### src/rtl/keypfx_pkg.sv
package keypfx_pkg;

  localparam int unsigned KEY_MAX_W  = 512;
  localparam int unsigned KEY_MAX_B  = KEY_MAX_W / 8;
  localparam int unsigned HDR_MAX_B  = 5;
  localparam int unsigned RATE_MAX_B = 168;

  // redundant four-bit encodings
  localparam logic [3:0] MB_TRUE  = 4'b0110;
  localparam logic [3:0] MB_FALSE = 4'b1001;

  typedef enum logic [2:0] {
    ST_IDLE  = 3'd0,
    ST_KEY   = 3'd1,
    ST_MSG   = 3'd2,
    ST_FLUSH = 3'd3,
    ST_ERR   = 3'd4
  } seq_st_e;

  // sponge rate in bytes per strength code
  function automatic logic [7:0] rate_bytes(input logic [2:0] sel);
    logic [7:0] r;
    case (sel)
      3'd1:    r = 8'd144;
      3'd2:    r = 8'd136;
      3'd3:    r = 8'd104;
      3'd4:    r = 8'd72;
      default: r = 8'd168;
    endcase
    return r;
  endfunction

  // key length in bits per key length code
  function automatic logic [9:0] key_bits(input logic [2:0] sel);
    logic [9:0] k;
    case (sel)
      3'd1:    k = 10'd192;
      3'd2:    k = 10'd256;
      3'd3:    k = 10'd384;
      3'd4:    k = 10'd512;
      default: k = 10'd128;
    endcase
    return k;
  endfunction

endpackage

### src/rtl/keypfx_ctrl.sv
module keypfx_ctrl
  import keypfx_pkg::*;
(
  input  logic       clk,
  input  logic       rst,
  input  logic       kmac_en,
  input  logic       start,
  input  logic       process_req,
  input  logic [3:0] done_mb,
  input  logic [3:0] escalate_mb,
  input  logic       key_last,
  output seq_st_e    st_o,
  output logic       process_out
);

  seq_st_e st_q, st_d;
  logic    pend_q;
  logic    esc_on, done_on, int_proc;

  assign esc_on   = (escalate_mb != MB_FALSE);
  assign done_on  = (done_mb == MB_TRUE);
  assign int_proc = (st_q == ST_MSG) && (process_req || pend_q);

  assign process_out = kmac_en ? int_proc : process_req;

  always_comb begin
    st_d = st_q;
    case (st_q)
      ST_IDLE:  if (kmac_en && start)           st_d = ST_KEY;
      ST_KEY:   if (key_last)                   st_d = ST_MSG;
      ST_MSG:   if (process_req || pend_q)      st_d = ST_FLUSH;
      ST_FLUSH: if (done_on)                    st_d = ST_IDLE;
      ST_ERR:                                   st_d = ST_ERR;
      default:                                  st_d = ST_ERR;
    endcase
    if (esc_on) st_d = ST_ERR;
  end

  always_ff @(posedge clk) begin
    if (rst) st_q <= ST_IDLE;
    else     st_q <= st_d;
  end

  // remembered process request
  always_ff @(posedge clk) begin
    if (rst)                            pend_q <= 1'b0;
    else if (process_req && !process_out) pend_q <= 1'b1;
    else if (process_out || done_on)    pend_q <= 1'b0;
  end

  assign st_o = st_q;

endmodule

### src/rtl/keypfx_keygen.sv
module keypfx_keygen
  import keypfx_pkg::*;
#(
  parameter  int unsigned DW    = 64,
  localparam int unsigned SB    = DW / 8,
  localparam int unsigned IDX_W = $clog2(RATE_MAX_B * 8 / DW)
) (
  input  logic                 clk,
  input  logic                 rst,
  input  logic                 active,
  input  logic                 eng_ready,
  input  logic [2:0]           key_len_sel,
  input  logic [2:0]           strength_sel,
  input  logic [KEY_MAX_W-1:0] key_words,
  output logic [DW-1:0]        key_data,
  output logic [SB-1:0]        key_strb,
  output logic                 key_last,
  output logic [IDX_W-1:0]     idx_o
);

  localparam int unsigned PFX_W = (HDR_MAX_B + KEY_MAX_B) * 8;

  logic [7:0]                rate;
  logic [9:0]                kbits;
  logic [IDX_W-1:0]          idx_q, limit;
  logic [KEY_MAX_W-1:0]      kmask;
  logic [HDR_MAX_B*8-1:0]    hdr;
  logic [2:0]                hdr_len;
  logic [PFX_W-1:0]          pfx, shifted;

  assign rate  = rate_bytes(strength_sel);
  assign kbits = key_bits(key_len_sel);
  assign limit = IDX_W'((32'(rate) * 32'd8) / DW - 32'd1);

  always_ff @(posedge clk) begin
    if (rst || !active) idx_q <= '0;
    else if (eng_ready) idx_q <= idx_q + 1'b1;
  end

  assign key_last = active && eng_ready && (idx_q == limit);

  // keep only the bytes inside the selected key length
  for (genvar b = 0; b < KEY_MAX_B; b++) begin : g_mask
    assign kmask[b*8 +: 8] = (32'(b) < (32'(kbits) / 32'd8)) ? 8'hFF : 8'h00;
  end

  // rate and key length encodings, lowest byte first
  always_comb begin
    if (kbits < 10'd256) begin
      hdr     = {8'h00, kbits[7:0], 8'h01, rate, 8'h01};
      hdr_len = 3'd4;
    end else begin
      hdr     = {kbits[7:0], {6'b0, kbits[9:8]}, 8'h02, rate, 8'h01};
      hdr_len = 3'd5;
    end
  end

  assign pfx     = (PFX_W'(key_words & kmask) << (32'(hdr_len) * 32'd8)) | PFX_W'(hdr);
  assign shifted = pfx >> (32'(idx_q) * DW);

  assign key_data = active ? shifted[DW-1:0] : '0;
  assign key_strb = active ? '1 : '0;
  assign idx_o    = idx_q;

endmodule

### src/rtl/keypfx_mux.sv
module keypfx_mux #(
  parameter  int unsigned DW = 64,
  localparam int unsigned SB = DW / 8
) (
  input  logic          key_sel,
  input  logic [DW-1:0] key_data,
  input  logic [SB-1:0] key_strb,
  input  logic          fifo_valid,
  input  logic [DW-1:0] fifo_data,
  input  logic [SB-1:0] fifo_strb,
  input  logic          eng_ready,
  output logic          fifo_ready,
  output logic          eng_valid,
  output logic [DW-1:0] eng_data,
  output logic [SB-1:0] eng_strb
);

  assign eng_valid  = key_sel ? 1'b1     : fifo_valid;
  assign eng_data   = key_sel ? key_data : fifo_data;
  assign eng_strb   = key_sel ? key_strb : fifo_strb;
  assign fifo_ready = key_sel ? 1'b0     : eng_ready;

endmodule

### src/rtl/keypfx_seq.sv
module keypfx_seq
  import keypfx_pkg::*;
#(
  parameter  int unsigned DW    = 64,
  localparam int unsigned SB    = DW / 8,
  localparam int unsigned IDX_W = $clog2(RATE_MAX_B * 8 / DW)
) (
  input  logic                 clk,
  input  logic                 rst,
  input  logic                 kmac_en,
  input  logic                 start,
  input  logic                 process_req,
  input  logic [3:0]           done_mb,
  input  logic [3:0]           escalate_mb,
  input  logic [2:0]           key_len_sel,
  input  logic [2:0]           strength_sel,
  input  logic [KEY_MAX_W-1:0] key_words,
  input  logic                 fifo_valid,
  input  logic [DW-1:0]        fifo_data,
  input  logic [SB-1:0]        fifo_strb,
  output logic                 fifo_ready,
  output logic                 eng_valid,
  output logic [DW-1:0]        eng_data,
  output logic [SB-1:0]        eng_strb,
  input  logic                 eng_ready,
  output logic                 process_out
);

  seq_st_e          st;
  logic             key_sel, key_last;
  logic [DW-1:0]    key_data;
  logic [SB-1:0]    key_strb;
  logic [IDX_W-1:0] key_idx;

  assign key_sel = (st == ST_KEY);

  keypfx_ctrl u_ctrl (
    .clk         (clk),
    .rst         (rst),
    .kmac_en     (kmac_en),
    .start       (start),
    .process_req (process_req),
    .done_mb     (done_mb),
    .escalate_mb (escalate_mb),
    .key_last    (key_last),
    .st_o        (st),
    .process_out (process_out)
  );

  keypfx_keygen #(.DW(DW)) u_keygen (
    .clk          (clk),
    .rst          (rst),
    .active       (key_sel),
    .eng_ready    (eng_ready),
    .key_len_sel  (key_len_sel),
    .strength_sel (strength_sel),
    .key_words    (key_words),
    .key_data     (key_data),
    .key_strb     (key_strb),
    .key_last     (key_last),
    .idx_o        (key_idx)
  );

  keypfx_mux #(.DW(DW)) u_mux (
    .key_sel    (key_sel),
    .key_data   (key_data),
    .key_strb   (key_strb),
    .fifo_valid (fifo_valid),
    .fifo_data  (fifo_data),
    .fifo_strb  (fifo_strb),
    .eng_ready  (eng_ready),
    .fifo_ready (fifo_ready),
    .eng_valid  (eng_valid),
    .eng_data   (eng_data),
    .eng_strb   (eng_strb)
  );

endmodule

### config.mk
export PLATFORM = sky130hd
export DESIGN_NAME = keypfx_seq
export DESIGN_NICKNAME = d
export VERILOG_FILES = /design/src/rtl/keypfx_pkg.sv /design/src/rtl/keypfx_ctrl.sv /design/src/rtl/keypfx_keygen.sv /design/src/rtl/keypfx_mux.sv /design/src/rtl/keypfx_seq.sv
export SDC_FILE = /design/constraint.sdc
export NUM_CORES = 1
export LEC_CHECK = 0
export ABC_AREA = 1
export BUFFER_PORTS_ARGS = -buffer_cell sky130_fd_sc_hd__buf_2
export CAP_MARGIN = 25
export CORE_AREA = 2 2 264 266
export DETAILED_ROUTE_END_ITERATION = 6
export DIE_AREA = 0 0 266 268
export GPL_ROUTABILITY_DRIVEN = 0
export PLACE_DENSITY = 0.43
export SETUP_SLACK_MARGIN = 0.15
export SYNTH_ARGS = -nofsm -noshare
export SYNTH_HDL_FRONTEND = slang
export SYNTH_SLANG_ARGS = --single-unit
### constraint.sdc
create_clock -name clk -period 1.95 [get_ports clk]
set_clock_uncertainty 0.15 [all_clocks]
set_input_delay 0.0975 -clock clk [delete_from_list [all_inputs] [get_ports clk]]
set_output_delay 0.0975 -clock clk [all_outputs]
set_load 0.1 [all_outputs]
==> results.json, run 1 <==
{
  "yosysWarningCount": 0,
  "powerDensity_nw_per_um2": 230.6,
  "finalCoreUtilization": 0.2870,
  "synthToLayoutAreaGrowth_pct": 124.3,
  "slew_viol_final": 0,
  "min_period_over_period": 1.201,
  "irDropWorstVdd_uv": 242.1,
  "min_from": "process_req",
  "clk_pin_slew_ps": 40,
  "cts_buffers": 3,
  "worstSetupPathType": "reg -> out",
  "syn_inst": 1903,
  "core_um2": 68230,
  "dieArea_um2": 71290,
  "mostFrequentLayoutCells": "602 x buf_2, 579 x nand2_1, 236 x nand3_1",
  "setup_viol": 64,
  "grt_max_degree": 46,
  "avgSynthCellArea_um2": 4.587,
  "rsz0062_at_grt": "true",
  "nFillCells": 7823,
  "overflow": 0,
  "period_needed_ps": 2343,
  "cpPeakStageDelay_ps": 390,
  "worstMarginPinSlew_ps": 513.2,
  "antenna_found_initial": 31,
  "die_x_um": 266,
  "end_kind": "output port",
  "synth_area_um2": 8730,
  "crit_chain": "inv_8 > buf_6 > nor2_4 > buf_6 > buf_12 > buf_8 > buf_4 > nand2_1 > nand3_2 > a21oi_2 > nand2_1 > nand2_2 > nand2_4 > buf_12",
  "root_buffer": "clkbuf_16",
  "num_rows": 96,
  "r2r_setup_slack_ps": 200,
  "fin_setup_tns_ps": -19730,
  "nets": 3311,
  "relSlewSlack": 0.6579,
  "reg2reg_depth": 11,
  "synth_top_area_share": 0.3547,
  "timing.fmax_mhz": 426.8,
  "port_buffers": 679,
  "layout-drive-gt1-share": 0.5272,
  "crit_arrival_ps": 2100,
  "regArea_um2": 195.2,
  "multi_input_area_um2": 9605,
  "cts_sinks": 9,
  "drt_wl_total_um": 87990,
  "failed_checks": "negative setup slack",
  "drc": 0,
  "cts_tree": "yes",
  "run_status": "finished, violations left",
  "placed_cells_incl_taps": 3513,
  "timing.rr.end": "u_ctrl.st_o[0]$_SDFFE_PP0P_",
  "startpoint_type": "flip-flop",
  "hp-class": "in -> reg",
  "grt_pass1_wl_um": 118300,
  "dr.pass1.iters": 5,
  "synth_edf_count": 0,
  "cp.required_ps": 1700,
  "final_cell_count_no_fill": 3600,
  "synth-seq-cells": 9,
  "regToRegStartpoint": "u_keygen.idx_o[1]$_SDFFE_PP0P_",
  "synth.area.top_cells": "nand2_1 35%, nand3_1 18%, o21ai_0 6.5%",
  "grt_pass1_vias": 16170,
  "grt_usage": 0.2317,
  "power_w": 0.004516,
  "synth_cell_type_count": 38,
  "dp_hpwl_um": 72530,
  "post_drt_wl_per_cell_um": 24.44,
  "hold_viol_final": 0,
  "maxCapViolations": 0,
  "synthArstFlopShare": 0,
  "die_h_um": 268,
  "final_common_cell": "buf_2",
  "ios": 680,
  "yosysSeqAreaShare": 0.02064,
  "hold_end": "u_ctrl.pend_q$_SDFFE_PP0P_",
  "cp_slowest_cell": "dfxtp_4",
  "p_leak_nw": 9.697,
  "vias": 16820,
  "layout_setup_ws_ps": -392.8,
  "hold_depth": 3,
  "crit_fanout": 5,
  "antenna_left": 0,
  "clk_latency_ps": 230,
  "clockBufferDepth": 2,
  "first_iter_violations": 1484,
  "initial_core_util": 0.1280,
  "yosys.area.top_type": "nand2_1",
  "htreeDepth": 1,
  "synth_nets": 2510,
  "synth-main-ff-cell": "dfxtp_1",
  "viasPerCell": 4.672
}
## logic make-up after synthesis
logic type,Yosys count,share of synthesized area
compound gates,348,0.2250
fa+ha+maj,2,0.002866
xor+xnor,2,0.002007
flops,9,0.02064
simple gates,1236,0.5957
mux,3,0.003440
buf+inv,303,0.1504
## synthesized netlist by cell type, types with 2 or more instances
cell / instances
nand3b_1: 4
or2_2: 22
o21ai_1: 46
nor4_1: 2
nor2_2: 3
inv_1: 138
buf_4: 15
or2_0: 6
nand2_2: 2
nand2_1: 825
inv_2: 5
dfxtp_1: 9
clkbuf_1: 67
o21ai_0: 114
buf_1: 17
a21oi_1: 85
nand3_1: 307
nor3_1: 7
o2111ai_1: 3
nand4_1: 14
buf_6: 7
a22o_1: 3
buf_2: 53
o211ai_1: 36
a22oi_1: 24
mux2i_1: 3
a31oi_1: 35
nor2_1: 40
ha_1: 2
## cell type report
type	instances	area share
antenna	15	0.001917
clock buffer	4	0.004025
inverter	144	0.03016
multi-input combinational	1592	0.4905
sequential	9	0.009967
tap	882	0.05635
timing repair buffer	954	0.4071
## per-stage QoR
step	worst slack (ps)	hold WS, ps	cell area [um2]
after global routing	-477.3	42.22	19560
after CTS	-394.5	22.96	18610
after floorplan	21.02	26.01	9542
after detailed placement	-579.7	175.3	16460
after global placement	-603.1	169.9	16430
final	-392.8	24.04	19580
## worst max path at each step
stage,start,end,slack (ps),depth (start not counted)
2_1_floorplan,u_ctrl.st_o[1]$_SDFFE_PP0P_,eng_data[40],20,8
3_3_place_gp,key_len_sel[2],eng_data[17],-600,17
3_5_place_dp,key_len_sel[2],eng_data[31],-580,13
4_1_cts,u_keygen.idx_o[0]$_SDFFE_PP0P_,eng_data[26],-390,11
5_1_grt,u_keygen.idx_o[0]$_SDFFE_PP0P_,eng_data[3],-480,14
6_report,u_keygen.idx_o[0]$_SDFFE_PP0P_,eng_data[3],-390,14
## power breakdown
group	total [W]	switching (W)	internal, W
combinational	0.00397	0.00232	0.00165
clock	0.000363	0.0000894	0.000273
sequential	0.000186	0.00000188	0.000184
## sequential cells by signal (all words and copies together), names as in the netlist
| signal | flops |
|---|---|
| u_keygen.idx_o | 5 |
| u_ctrl.pend_q | 1 |
| u_ctrl.st_o | 3 |
## critical path, delay by kind of cell, from the launching register on
| kind | cells | cell delay, ps |
|---|---|---|
| buf+inv | 7 | 890 |
| simple gates | 6 | 410 |
| flops | 1 | 390 |
| compound gates | 1 | 150 |
## per-layer routing
metal	GRT usage	up-vias	part of all wire
li1	-	7878	-
met3	0.04243	151	0.080
met2	0.3777	919	0.45
met4	0.06681	22	0.033
met1	0.3107	7850	0.43
met5	0	-	0.0015
## what timing repair did
item / 4_1_cts / 5_1_grt
endpoints found under the hold margin: 1 / 0
gates cloned: 15 / 4
hold buffers: 1 / 0
gates resized for setup: 384 / 215
pin swaps: 155 / 126
setup endpoints to repair: 76 / 77
buffers inserted: 35 / 14
(Power assumes the default switching activity.)
==> run 2, diff against run 1 <==
ABC_AREA = not set   (was 1)
CORE_AREA = 2 2 266 268   (was 2 2 264 266)
DIE_AREA = 0 0 268 270   (was 0 0 266 268)
PLACE_DENSITY = 0.41   (was 0.43)
==> run 2 against run 1 <==
Net effect:
- the flow still finishes with violations (negative setup slack)
- flip-flop and latch count unchanged
- utilization down 1.1 points
- maximum frequency down 11%
- highest routed layer unchanged
- clock power is 3% higher
- design area decreased by 1.9%
- critical path depth decreased by 2
- area after synthesis down 12%
- largest cell class unchanged
==> results.json, run 2 <==
{
  "run_status": "finished, violations left",
  "failed_checks": "negative setup slack",
  "die_x_um": 268,
  "grt_pass1_wl_um": 119400,
  "core_um2": 69540,
  "synth_edf_count": 0,
  "largest_reg_flops": 5,
  "cts_buffers": 3,
  "dieArea_um2": 72360,
  "hold_depth": 2,
  "rsz0062_at_grt": "true",
  "antenna_found_initial": 53,
  "placed_cells_incl_taps": 2857,
  "timing.rr.end": "u_ctrl.st_o[1]$_SDFFE_PP0P_",
  "irDropWorstVdd_uv": 203.5,
  "synth_nets": 1717,
  "finalCoreUtilization": 0.2762,
  "r2r_setup_slack_ps": 70,
  "clockBufferDepth": 2,
  "min_period_over_period": 1.343,
  "reg2reg_depth": 6,
  "regToRegStartpoint": "u_ctrl.st_o[2]$_SDFFE_PP0P_",
  "synth_top_area_share": 0.09684,
  "root_buffer": "clkbuf_16",
  "critical_path.most_common_cell": "buf_12",
  "yosysSeqAreaShare": 0.02356,
  "final_common_cell": "buf_2",
  "post_drt_wl_per_cell_um": 30.90,
  "end_kind": "output port",
  "final_cell_count_no_fill": 2976,
  "dr.pass1.iters": 5,
  "htreeDepth": 1,
  "cp.required_ps": 1700,
  "syn_inst": 1110,
  "relSlewSlack": 0.5218,
  "die_h_um": 270,
  "clk_latency_ps": 240,
  "yosysWarningCount": 0,
  "synth-seq-cells": 9,
  "maxCapViolations": 0,
  "cp_slowest_cell": "or3_4",
  "ctsHoldBuffers": 0,
  "crit_arrival_ps": 2370,
  "viasPerCell": 4.800,
  "p_leak_nw": 7.836,
  "drc": 0,
  "cts_tree": "yes",
  "layout_setup_ws_ps": -668.5,
  "synthArstFlopShare": 0,
  "num_rows": 97,
  "crit_chain": "buf_6 > or3b_4 > buf_6 > buf_12 > a21oi_4 > buf_12 > buf_12 > buf_8 > a221oi_1 > or3_4 > o21ai_4 > buf_12",
  "synth.area.top_cells": "mux2i_1 9.7%, a221oi_1 9.6%, nand2_1 9.1%",
  "crit_fanout": 9,
  "power_w": 0.004261,
  "powerDensity_nw_per_um2": 221.8,
  "synth.most_common_cell": "nand2_1",
  "mostFrequentLayoutCells": "599 x buf_2, 234 x buf_4, 145 x nand2_1",
  "antenna_left": 0,
  "hold_end": "u_keygen.idx_o[2]$_SDFFE_PP0P_",
  "yosys.area.top_type": "mux2i_1",
  "cpPeakStageDelay_ps": 430,
  "synth_area_um2": 7649,
  "timing.fmax_mhz": 381.9,
  "layout-drive-gt1-share": 0.6898,
  "initial_core_util": 0.1100,
  "synthTopCellsByCount": "185 x nand2_1, 93 x a21oi_1, 84 x a221oi_1",
  "hold_viol_final": 0,
  "dp_hpwl_um": 77100,
  "vias": 14290,
  "clk_pin_slew_ps": 40,
  "synth_cell_type_count": 75,
  "grt_usage": 0.2366,
  "synthToLayoutAreaGrowth_pct": 151.2,
  "slew_viol_final": 0,
  "first_iter_violations": 917,
  "hp-class": "in -> reg",
  "grt_pass1_vias": 14770,
  "nets": 2629,
  "ios": 680,
  "cts_sinks": 9,
  "period_needed_ps": 2619,
  "min_from": "rst",
  "overflow": 0,
  "drt_wl_total_um": 91950,
  "grt_max_degree": 33,
  "startpoint_type": "primary input",
  "port_buffers": 679,
  "synth-main-ff-cell": "dfxtp_1",
  "worstSetupPathType": "in -> out",
  "avgSynthCellArea_um2": 6.891,
  "worstMarginPinSlew_ps": 711.8,
  "setup_viol": 74
}
-- run 2: changes by cell type in the layout (fill, tap and decap cells not counted), moves of 36 or more --
cell,previous run,this run
nand3_1,236,15
a221oi_1,0,41
nand2_4,89,23
nand2_1,579,145
o21ai_1,66,7
mux2i_1,3,69
buf_4,147,234
nand3_2,54,2
nand2_2,145,17
a221oi_2,0,36
inv_1,123,5
-- run 2: how the worst max path moves through the flow --
stage	from	end	slack, ps	cells after the start
2_1_floorplan	key_len_sel[0]	eng_data[25]	-800	10
3_5_place_dp	key_len_sel[1]	eng_data[17]	-1040	12
4_1_cts	key_len_sel[0]	eng_data[26]	-650	13
5_1_grt	u_ctrl.st_o[2]$_SDFFE_PP0P_	eng_data[11]	-710	9
3_3_place_gp	key_len_sel[1]	eng_data[17]	-1030	12
6_report	key_len_sel[1]	eng_data[11]	-670	12
-- run 2: logic make-up after synthesis --
group | synth area share
AO/OA/AOI/OAI | 0.4898
XOR/XNOR | 0.009160
adder cells (fa/ha/maj) | 0.003271
buffers and inverters | 0.09537
flip-flops | 0.02356
multiplexers | 0.1911
AND/OR/NAND/NOR | 0.1878
-- run 2: through the flow --
step                TNS (ps)  hold WS [ps]  area [um2]  setup WS [ps]
CTS                   -37320         17.30       17930         -654.9
global placement      -46360         246.3       16220          -1034
finish                -41030         29.12       19210         -668.5
detailed placement    -45920         267.9       16220          -1043
floorplan             -22230         114.9        8917         -802.2
global route          -44960         43.38       19190         -706.8
-- run 2: worst max-delay path, delay by kind of cell --
kind            cells  cell delay, ps
buf+inv             7            1010
simple gates        2             840
compound gates      3             410
-- run 2: what timing repair did --
action                                 CTS  global route
resized for setup                      231           126
pin swaps                               68            51
setup endpoints to repair               75            79
buffers inserted                        44            38
endpoints found under the hold margin    0             0
gates cloned                             8            10
-- run 2: routing by layer --
layer / track usage / up-vias / wire length [um]
li1: - / 6346 / -
met1: 0.2742 / 7010 / 35600
met2: 0.4458 / 743 / 47650
met3: 0.04203 / 149 / 5977
met4: 0.05043 / 38 / 2460
met5: 0 / - / 265
-- run 2: area by class of cell --
class | count | area (um2)
antenna | 15 | 37.54
timing repair buffer | 1046 | 8598
inverter | 8 | 37.54
sequential | 9 | 193.9
multi-input combinational | 954 | 9087
tap | 940 | 1176
fill | 7611 | 50330
clock buffer | 4 | 78.83
-- run 2: report_power, final --
part	total, W	internal [W]	switching, W
registers	0.000188	0.000185	0.00000263
logic	0.00370	0.00160	0.00210
clock network	0.000375	0.000274	0.000100
==> run 3, diff against run 2 <==
clock period = 3.2 ns   (was 1.95 ns; I/O delays follow)
==> run 3 against run 2 <==
Net effect:
- the flow now finishes without violations
- via count shrank 5.2%
- clock power shrank 40%
- flip-flop and latch count is the same
- global-route usage shrank 1.3 points
- non-clock buffer count shrank 179
- cell count shrank 5.8%
- die area is the same
- worst setup slack gained 830 ps
- power shrank 49%
- utilization shrank 7.0 points
- critical endpoint is now eng_data[15]
- largest cell class unchanged
- largest power group unchanged
- highest routed layer unchanged
==> results.json, run 3 (same netlist as run 2, synthesis figures left out) <==
{
  "run_status": "finished, final reports clean",
  "ctsHoldBuffers": 0,
  "slew_viol_final": 0,
  "die_h_um": 270,
  "regToRegStartpoint": "u_keygen.idx_o[1]$_SDFFE_PP0P_",
  "timing.rr.end": "u_ctrl.st_o[0]$_SDFFE_PP0P_",
  "final_area_um2": 14320,
  "p_leak_nw": 6.041,
  "post_drt_wl_per_cell_um": 30.69,
  "hp-class": "in -> reg",
  "layout-drive-gt1-share": 0.5345,
  "period_needed_ps": 3040,
  "initial_core_util": 0.1100,
  "clk_pin_slew_ps": 40,
  "core_um2": 69540,
  "nets": 2449,
  "grt_pass1_vias": 13490,
  "postPlaceCellArea_um2": 14030,
  "r2r_setup_slack_ps": 1200,
  "htreeDepth": 1,
  "vias": 13550,
  "timing.fmax_mhz": 329.0,
  "overflow": 0,
  "dr.pass1.iters": 5,
  "first_iter_violations": 984,
  "drc": 0,
  "port_buffers": 679,
  "grt_pass1_wl_um": 112200,
  "largest_reg_flops": 5,
  "rsz0062_at_grt": "true",
  "powerDensity_nw_per_um2": 151.1,
  "crit_fanout": 16,
  "end_kind": "output port",
  "power_w": 0.002163,
  "antenna_found_initial": 66,
  "clockBufferDepth": 2,
  "hold-worst-slack_ps": 71.22,
  "startpoint_type": "primary input",
  "nFillCells": 7962,
  "relSlewSlack": 0.3073,
  "worstSetupPathType": "in -> out",
  "hold_viol_final": 0,
  "mostFrequentLayoutCells": "625 x buf_2, 185 x nand2_1, 168 x buf_4",
  "synthToLayoutAreaGrowth_pct": 87.16,
  "dieArea_um2": 72360,
  "cp.required_ps": 2890,
  "dp_hpwl_um": 75540,
  "min_period_over_period": 0.9498,
  "cts_tree": "yes",
  "irDropWorstVdd_uv": 118.1,
  "ios": 680,
  "cts_sinks": 9,
  "viasPerCell": 4.834,
  "grt_usage": 0.2235,
  "min_from": "rst",
  "root_buffer": "clkbuf_16",
  "final_common_cell": "buf_2",
  "num_rows": 97,
  "reg2reg_depth": 7,
  "fin_setup_tns_ps": 0,
  "worstMarginPinSlew_ps": 1028,
  "hold_end": "u_keygen.idx_o[0]$_SDFFE_PP0P_",
  "drt_wl_total_um": 86000,
  "hold_depth": 2,
  "grt_max_degree": 96,
  "clk_latency_ps": 240,
  "cts_buffers": 3,
  "setup_viol": 0,
  "die_x_um": 268,
  "crit_arrival_ps": 2730,
  "maxCapViolations": 0,
  "antenna_left": 0
}
## run 3: changes by cell type in the layout (fill, tap and decap cells not counted), sizes merged
cell,before,now
nor2,52,51
clkbuf,14,7
diode,15,21
bufbuf,1,0
buf,1035,864
## run 3: worst max path at each step
stage                                   start      endpoint  slack [ps]  cells past startpoint
2_1_floorplan     u_ctrl.st_o[0]$_SDFFE_PP0P_  eng_data[31]         -70                      8
6_report                       key_len_sel[1]  eng_data[15]         160                     11
4_1_cts        u_keygen.idx_o[0]$_SDFFE_PP0P_  eng_data[17]          70                      9
3_3_place_gp                   key_len_sel[2]  eng_data[17]        -150                     11
3_5_place_dp                   key_len_sel[2]  eng_data[17]        -140                     11
5_1_grt                        key_len_sel[1]  eng_data[30]         110                     13
## run 3: cell type report
cell class,instances,area (um2),share of cell area
diodes,21,52.55,0.003671
clock buffers,4,78.83,0.005507
inverters,8,30.03,0.002098
multi-input cells,953,6972,0.4870
flip-flops and latches,9,191.4,0.01337
well taps,940,1176,0.08216
repair buffers,867,5814,0.4062
## run 3: worst max-delay path: stages
cell and delay, ps:
buf_2 130, buf_4 200, buf_4 190, nor2b_1 190, buf_4 210, a22oi_1 70, o21ai_0 630, o311a_1 320
a31oi_2 180, o21ai_2 240, buf_12 200
## run 3: metrics by stage
| step | util | instances | setup slack (ps) |
|---|---|---|---|
| floorplan | - | 1110 | -70.00 |
| global placement | 0.2017 | 2771 | -148.5 |
| detailed placement | 0.2017 | 2771 | -144.9 |
| CTS | 0.2039 | 2778 | 71.63 |
| global route | 0.2056 | 2796 | 109.7 |
| finish | 0.2058 | 2802 | 160.5 |
## run 3: routing by layer
layer | wire, um | vias to the layer above | global-route usage
li1 | - | 5977 | -
met1 | 33130 | 6553 | 0.2585
met2 | 43990 | 805 | 0.4157
met3 | 6536 | 155 | 0.04686
met4 | 1992 | 56 | 0.04896
met5 | 356 | - | 0
## run 3: report_power, final
group	internal [W]	switching [W]
logic	0.000725	0.00110
clock network	0.000167	0.0000579
registers	0.000113	0.00000172
total	0.00100	0.00116
## run 3: repair_timing
action                                  in CTS  in global routing
buffers inserted                             3                  2
endpoints found under the setup margin      10                 33
pin swaps                                    1                  1
gates cloned                                 0                  1
resized for setup                           10                 12
